File: config.mk
export PLATFORM = sky130hd
export DESIGN_NAME = gpio_port16
export DESIGN_NICKNAME = d
export VERILOG_FILES = /design/src/rtl/gpio_port16.sv
export SDC_FILE = /design/constraint.sdc
export NUM_CORES = 1
export LEC_CHECK = 0
export BUFFER_PORTS_ARGS = -buffer_cell sky130_fd_sc_hd__buf_2
export CAP_MARGIN = 30
export CORE_MARGIN = 5
export CORE_UTILIZATION = 49
export CTS_BUF_LIST = sky130_fd_sc_hd__clkbuf_2
export CTS_CLUSTER_DIAMETER = 100
export DETAILED_ROUTE_END_ITERATION = 10
export GPL_ROUTABILITY_DRIVEN = 0
export HOLD_SLACK_MARGIN = 0.03
export MAX_ROUTING_LAYER = met4
export PLACE_DENSITY = 0.74
export SLEW_MARGIN = 20
export SYNTH_ARGS = -nofsm -noshare
export SYNTH_HDL_FRONTEND = slang
export SYNTH_SLANG_ARGS = --single-unit
File: constraint.sdc
create_clock -name clk -period 2.9 [get_ports clk]
set_input_delay 0.145 -clock clk [delete_from_list [all_inputs] [get_ports clk]]
set_output_delay 0.145 -clock clk [all_outputs]
set_load 0.02 [all_outputs]
File: src/rtl/gpio_port16.sv
module gpio_port16 #(
  parameter int ADDR_W = 8
) (
  input  logic              clk,
  input  logic              rst_n,
  input  logic [ADDR_W-1:0] bus_addr,
  input  logic [31:0]       bus_wdata,
  input  logic              bus_we,
  input  logic              bus_re,
  output logic [31:0]       bus_rdata,
  input  logic [15:0]       pad_in,
  input  logic [239:0]      alt_src,
  output logic [15:0]       pad_out,
  output logic [15:0]       pad_oe,
  output logic [15:0]       pad_od,
  output logic [15:0]       pad_pu,
  output logic [15:0]       pad_pd,
  output logic [15:0]       pad_ie
);
  localparam int NPIN = 16;
  localparam int NSRC = 15;
  localparam logic [ADDR_W-1:0] A_MODE = ADDR_W'('h00);
  localparam logic [ADDR_W-1:0] A_TYPE = ADDR_W'('h04);
  localparam logic [ADDR_W-1:0] A_SPD  = ADDR_W'('h08);
  localparam logic [ADDR_W-1:0] A_PULL = ADDR_W'('h0C);
  localparam logic [ADDR_W-1:0] A_IN   = ADDR_W'('h10);
  localparam logic [ADDR_W-1:0] A_OUT  = ADDR_W'('h14);
  localparam logic [ADDR_W-1:0] A_SR   = ADDR_W'('h18);
  localparam logic [ADDR_W-1:0] A_AFL  = ADDR_W'('h20);
  localparam logic [ADDR_W-1:0] A_AFH  = ADDR_W'('h24);

  logic [31:0]     mode_q, spd_q, pull_q, afl_q, afh_q;
  logic [NPIN-1:0] type_q, odat_q, sync1_q, sync2_q, analog;

  always_ff @(posedge clk or negedge rst_n) begin
    if (!rst_n) begin
      mode_q <= '0; spd_q <= '0; pull_q <= '0; afl_q <= '0; afh_q <= '0;
      type_q <= '0; odat_q <= '0; sync1_q <= '0; sync2_q <= '0;
    end else begin
      sync1_q <= pad_in;
      sync2_q <= sync1_q;
      if (bus_we) begin
        case (bus_addr)
          A_MODE: mode_q <= bus_wdata;
          A_TYPE: type_q <= bus_wdata[NPIN-1:0];
          A_SPD:  spd_q  <= bus_wdata;
          A_PULL: pull_q <= bus_wdata;
          A_OUT:  odat_q <= bus_wdata[NPIN-1:0];
          A_SR:   odat_q <= (odat_q & ~bus_wdata[31:16]) | bus_wdata[15:0];
          A_AFL:  afl_q  <= bus_wdata;
          A_AFH:  afh_q  <= bus_wdata;
          default: ;
        endcase
      end
    end
  end

  always_comb begin
    bus_rdata = '0;
    if (bus_re) begin
      case (bus_addr)
        A_MODE: bus_rdata = mode_q;
        A_TYPE: bus_rdata = {16'h0, type_q};
        A_SPD:  bus_rdata = spd_q;
        A_PULL: bus_rdata = pull_q;
        A_IN:   bus_rdata = {16'h0, sync2_q & ~analog};
        A_OUT:  bus_rdata = {16'h0, odat_q};
        A_AFL:  bus_rdata = afl_q;
        A_AFH:  bus_rdata = afh_q;
        default: bus_rdata = '0;
      endcase
    end
  end

  for (genvar n = 0; n < NPIN; n++) begin : g_pin
    logic [1:0]      md, pl;
    logic [3:0]      sel;
    logic [NSRC:0]   cand;
    logic            drv, val;
    assign md   = mode_q[2*n+1:2*n];
    assign pl   = pull_q[2*n+1:2*n];
    if (n < 8) begin : g_lo
      assign sel = afl_q[4*n +: 4];
    end else begin : g_hi
      assign sel = afh_q[4*(n-8) +: 4];
    end
    assign cand = {alt_src[NSRC*n +: NSRC], odat_q[n]};
    assign drv  = (md == 2'b01) || (md == 2'b10);
    assign val  = (md == 2'b10) ? cand[sel] : odat_q[n];
    assign analog[n] = (md == 2'b11);
    assign pad_out[n] = drv & val;
    assign pad_oe[n]  = drv & (~type_q[n] | ~val);
    assign pad_od[n]  = type_q[n];
    assign pad_pu[n]  = ~analog[n] & (pl == 2'b01);
    assign pad_pd[n]  = ~analog[n] & (pl == 2'b10);
    assign pad_ie[n]  = ~analog[n];
  end
endmodule


# Word level (Yosys, flattened, before mapping)
# Cells that the tools add are included.
# W data, S select, Z words.
dict set report word_totals {
  regBits 224
  output_inout_bits 128
}
dict set report op_classes {
  magnitude_cmp 16
  n_eq_ne 88
  mux 51
  bitwise 133
  reduce_logical 25
}
# op count
set ops {}
lappend ops {{$pmux W32 S8} 1}
lappend ops {{$eq A2 B2 Y1 const B} 48}
lappend ops {{$lt A4 B5 Y1 const B} 16}
lappend ops {{$and A1 B1 Y1} 64}
lappend ops {{$bmux W1 S4} 16}
lappend ops {{$eq A2 B1 Y1 const B} 32}
lappend ops {{$not A1 Y1} 48}
lappend ops {{$and A16 B16 Y16} 2}
lappend ops {{$mux W1} 32}
lappend ops {{$mux W32} 1}
lappend ops {{$not A16 Y16} 2}
lappend ops {{$pmux W16 S2} 1}
lappend ops {{$eq A8 B5 Y1 const B} 3}
lappend ops {{$eq A8 B4 Y1 const B} 2}
lappend ops {{$eq A8 B6 Y1 const B} 2}
lappend ops {{$logic_or A1 B1 Y1} 16}
lappend ops {{$or A1 B1 Y1} 16}
lappend ops {{$or A16 B16 Y16} 1}
lappend ops {{$reduce_and A2 Y1} 7}
lappend ops {{$eq A8 B3 Y1 const B} 1}
lappend ops {{$logic_not A8 Y1} 1}
lappend ops {{$reduce_bool A2 Y1} 1}

# Logic depth before layout (Yosys ltp)
dict set report logic_depth {
  ltp_word 6
  ltp_mapped 7
}

# Least setup slack after synthesis
# No wires, ideal clock.
dict set report synth_path {
  path_kind {register -> output}
  from {register afh_q[16]}
  to {output port pad_out[12]}
  arrival_ps 2008
  required_ps 2755
  setup_slack_ps 747
  path_stages_with_launch 6
  path_buffers 1
  cell_sequence {dfrtp_1 buf_2 mux2i_1 mux4_2 and3_1 nor4_1}
}
dict set report synth_via {
  elab_chain_len 4
}
# element line
set synth_lines {}
lappend synth_lines {{start: declaration} 32} ;# logic [31:0] mode_q, spd_q, pull_q, afl_q, afh_q;
lappend synth_lines {{start signal: assignment} 51} ;# A_AFH: afh_q <= bus_wdata;
lappend synth_lines {{$bmux W1 S4} 89} ;# assign val = (md == 2'b10) ? cand[sel] : odat_q[n];
lappend synth_lines {{$mux W1 (not written as such)} 89}
lappend synth_lines {{$mux W1} 89}
lappend synth_lines {{$and A1 B1 Y1} 91} ;# assign pad_out[n] = drv & val;
lappend synth_lines {{end: declaration} 13} ;# output logic [15:0] pad_out,
# No other way between the ends. The select of a mux whose other input is x is not followed.

# Final worst setup path
dict set report layout_path {
  from {register afh_q[8]}
  to {output port pad_out[10]}
}
# The elaborated chain is that of the path after synthesis.

==> impl_metrics.csv <==
group,metric,value,unit
min_path,hold_depth,5,
placement,placed_cell_area,0.0159,mm²
worst_setup_path,r2r_cells,2,
timing,rsz0062_at_grt,"yes",
yosys,syn-num-nets,1414,
worst_setup_path,crit_path_top_delay_cell,"mux4_2",
floorplanning,fp.dieH,175,µm
yosys,post-synth-top-area-cell,"dfrtp_1",
clock_network,ctsRootBufferMaster,"clkbuf_2",
worst_setup_path,cp_top_family,"multiplexers",
pwr,pwr-share-comb,18.8,%
worst_setup_path,critPathMaxFanout,5,
flow_run,cap_violations,0,
min_path,min_path_type,"in2reg",
timing,hold_viol_final,0,
worst_setup_path,worstPathArrival,2.73,ns
grt,grt_max_degree,79,
layout,layout.nets,1965,
pwr,p_int,0.00476,W
route,initialDrtViolationCount,794,
timing,fin_crit_sh,99.0,%
clock_network,cts_made_buffers,58,
pwr,ir_drop,0.000222,V
clock_network,h-tree-depth,2,
route,route.detailed.drc,0,
grt,grt_antenna_before_repair,7,
timing,setup_slack,0.0280,ns
clock_network,clock_sinks,224,
worst_setup_path,critPathRequiredTime,2.76,ns
placement,port_buffers,427,
yosys,synth_cells,1082,
yosys,yosys_warnings,0,
floorplanning,die-area,0.0305,mm²
pwr,power_switching,0.00210,W
route,drt_pass1_iterations,5,
worst_setup_path,r2r_setup_slack,1.44,ns
worst_setup_path,crit_buf_inv,2,
yosys,synth.avg_cell_area,12.3,µm²
min_path,min_from,"bus_addr[3]",
pwr,swShare,30.6,%
outcome,status,"finished clean",
layout,final_layout_size_suffix_gt1_share,49.8,%
yosys,yosysSeqAreaShare,42.2,%
layout,synthToLayoutAreaGrowth,32.2,%
floorplanning,initial_core_util,49.5,%
route,post_drt_via_cell_ratio,5.95,
layout,fill_cells,2132,
yosys,syn_area,0.0133,mm²
floorplanning,rows,60,
floorplanning,ios,428,
yosys,yosysUniqueCellTypes,44,
layout,fin_util,65.4,%
worst_setup_path,end_kind,"output pin",
pwr,leakagePower,8.48,nW
timing,hold_ws,0.110,ns
floorplanning,core,0.0268,mm²
route,wl,50000,µm
clock_network,cts_tree,"yes",
timing,setup_viol,0,
timing,slew_headroom,51.1,%
worst_setup_path,r2r-end,"afh_q[1]",
floorplanning,fp.dieW,175,µm
worst_setup_path,worstSetupStartpointType,"register",
timing,slew_viol_final,0,
placement,dp_worst_setup_slack,0.632,ns
clock_network,clk_latency,0.84,ns
route,vias,12000,
worst_setup_path,worst-setup-path-type,"reg2out",
route,wl_per_cell,24.8,µm
clock_network,worst_setup_hold_path_clk_slew,0.11,ns
timing,worst_pin_slew,0.731,ns
grt,track_usage,32.5,%
yosys,synth_area_leaders,"dfrtp_1 (42%), mux2_2 (14%), mux2i_1 (10%)",
pwr,power_per_cell_area,391,mW/mm²
route,detail-route-antenna-nets,0,
yosys,ys_ff_latch,224,
pwr,finalPower,0.00686,W
worst_setup_path,critical_path.cell_chain,"buf_12 -> mux2i_1 -> mux4_2 -> a221oi_4 -> nor2b_4 -> buf_6",
grt,grt_overflow_total,0,
grt,grt_pass1_wl,74700,µm
placement,dp_hpwl,36900,µm
clock_network,clock_path_buffers,3,
worst_setup_path,r2r-start,"afh_q[1]",
pwr,pwr-share-clk,30.4,%
worst_setup_path,max_stage_delay,0.52,ns
pwr,pwr-share-seq,50.9,%
yosys,synth_top_area_share,42.2,%
min_path,holdPathEnd,"afh_q[7]",
timing,skew,0.0137,ns
timing,fmax,348,MHz
grt,grt_pass1_vias,12700,
timing,min_period,2.87,ns
layout,fin_area,0.0175,mm²
[routing by layer]
metal / global-route usage [%] / wire length [µm] / vias up
met5: - / 0 / -
li1: - / - / 5263
met4: 10.1 / 1470 / 0
met3: 7.35 / 4210 / 119
met2: 54.4 / 24900 / 667
met1: 39.6 / 19400 / 5949
[synthesized netlist by cell type (all sizes together)]
| cell type | n |
|---|---|
| a2bb2oi | 3 |
| a221oi | 2 |
| nor3 | 2 |
| nor4 | 6 |
| o31a | 5 |
| clkbuf | 13 |
| nor2 | 30 |
| o211a | 1 |
| nand3 | 18 |
| a21oi | 25 |
| nor2b | 8 |
| a31oi | 22 |
| or2 | 1 |
| dfrtp | 224 |
| mux2 | 201 |
| o2111ai | 1 |
| a22oi | 40 |
| o21ai | 30 |
| ha | 32 |
| nor3b | 32 |
| nand2 | 29 |
| mux2i | 134 |
| and3 | 6 |
| o22a | 6 |
| nand3b | 2 |
| inv | 45 |
| or4 | 2 |
| and2 | 6 |
| a22o | 27 |
| mux4 | 42 |
| buf | 51 |
| a32o | 16 |
| and3b | 15 |
| nor4b | 4 |
| nand4 | 1 |
[cell families (layout without fill, tap and decap cells)]
logic type               Yosys count  after routing  share of synthesized area [%]
buffers and inverters            109            696                           3.56
AND/OR/NAND/NOR                  162            162                           7.32
other                              0              7                              0
adder cells (fa/ha/maj)           32             32                           3.02
AO/OA/AOI/OAI                    178            178                           9.56
multiplexers                     377            377                           34.3
flip-flops                       224            224                           42.2
[cell usage in the layout (no fill, tap or decap), types with 25 or more instances in the layout]
cell type	count
nor2_1	28
dfrtp_1	208
a22o_1	27
o21ai_0	30
buf_4	44
mux2i_1	133
clkbuf_2	91
mux4_2	42
nor3b_1	32
a22oi_1	40
nand2_1	25
dlygate4sd3_1	73
buf_2	420
mux2_2	168
inv_1	45
ha_1	32
a21oi_1	25
mux2_1	33
[cell type report]
cell class / count / area (µm²) / area share [%]
clock buffer: 91 / 455 / 2.60
clock inverter: 5 / 20.0 / 0.114
multi-input combinational: 749 / 7360 / 42.0
timing repair buffer: 555 / 3460 / 19.8
tap: 341 / 427 / 2.43
antenna: 7 / 17.5 / 0.0999
sequential: 224 / 5630 / 32.1
inverter: 45 / 169 / 0.963
[power by group through the flow]
stage	Combinational, W	Clock, W	Sequential (W)
2_1_floorplan	0.000623	0	0.00345
3_3_place_gp	0.00110	0	0.00355
3_5_place_dp	0.00112	0	0.00356
4_1_cts	0.00122	0.00212	0.00350
5_1_grt	0.00139	0.00230	0.00351
6_report	0.00129	0.00209	0.00349
[worst max path at each step]
stage | startpoint | cells past startpoint | to
2_1_floorplan | afh_q[16] | 5 | pad_out[12]
3_3_place_gp | bus_addr[2] | 7 | bus_rdata[11]
3_5_place_dp | afh_q[8] | 5 | pad_out[10]
4_1_cts | afl_q[4] | 5 | pad_out[1]
5_1_grt | afh_q[8] | 6 | pad_out[10]
6_report | afh_q[8] | 6 | pad_out[10]
[worst min-delay path: stages]
cell and delay, ns:
buf_2 0.17, nor4b_4 0.11, and2_1 0.18, nand2_2 0.14, mux2_1 0.15
[timing repair]
| action | 4_1_cts | 5_1_grt |
|---|---|---|
| gates resized for setup | 16 | 45 |
| setup endpoints to repair | 19 | 20 |
| pin swaps | 1 | 10 |
| gates cloned | 0 | 0 |
| hold buffers | 74 | 0 |
| hold endpoints to repair | 432 | 0 |
| buffers inserted | 4 | 17 |
[state kept, by name, summed over array words and instances, names as in the netlist]
register and count:
pad_od 16, afh_q 32, sync2_q 16, odat_q 16
afl_q 32, pull_q 32, sync1_q 16, mode_q 32
spd_q 32
[through the flow]
step           setup TNS, ns  std cells
2_1_floorplan              0       1082
3_3_place_gp               0       1819
3_5_place_dp               0       1819
4_1_cts                    0       1993
5_1_grt               -0.381       2017
6_report                   0       2017
Power figures use the tool's default switching activity.
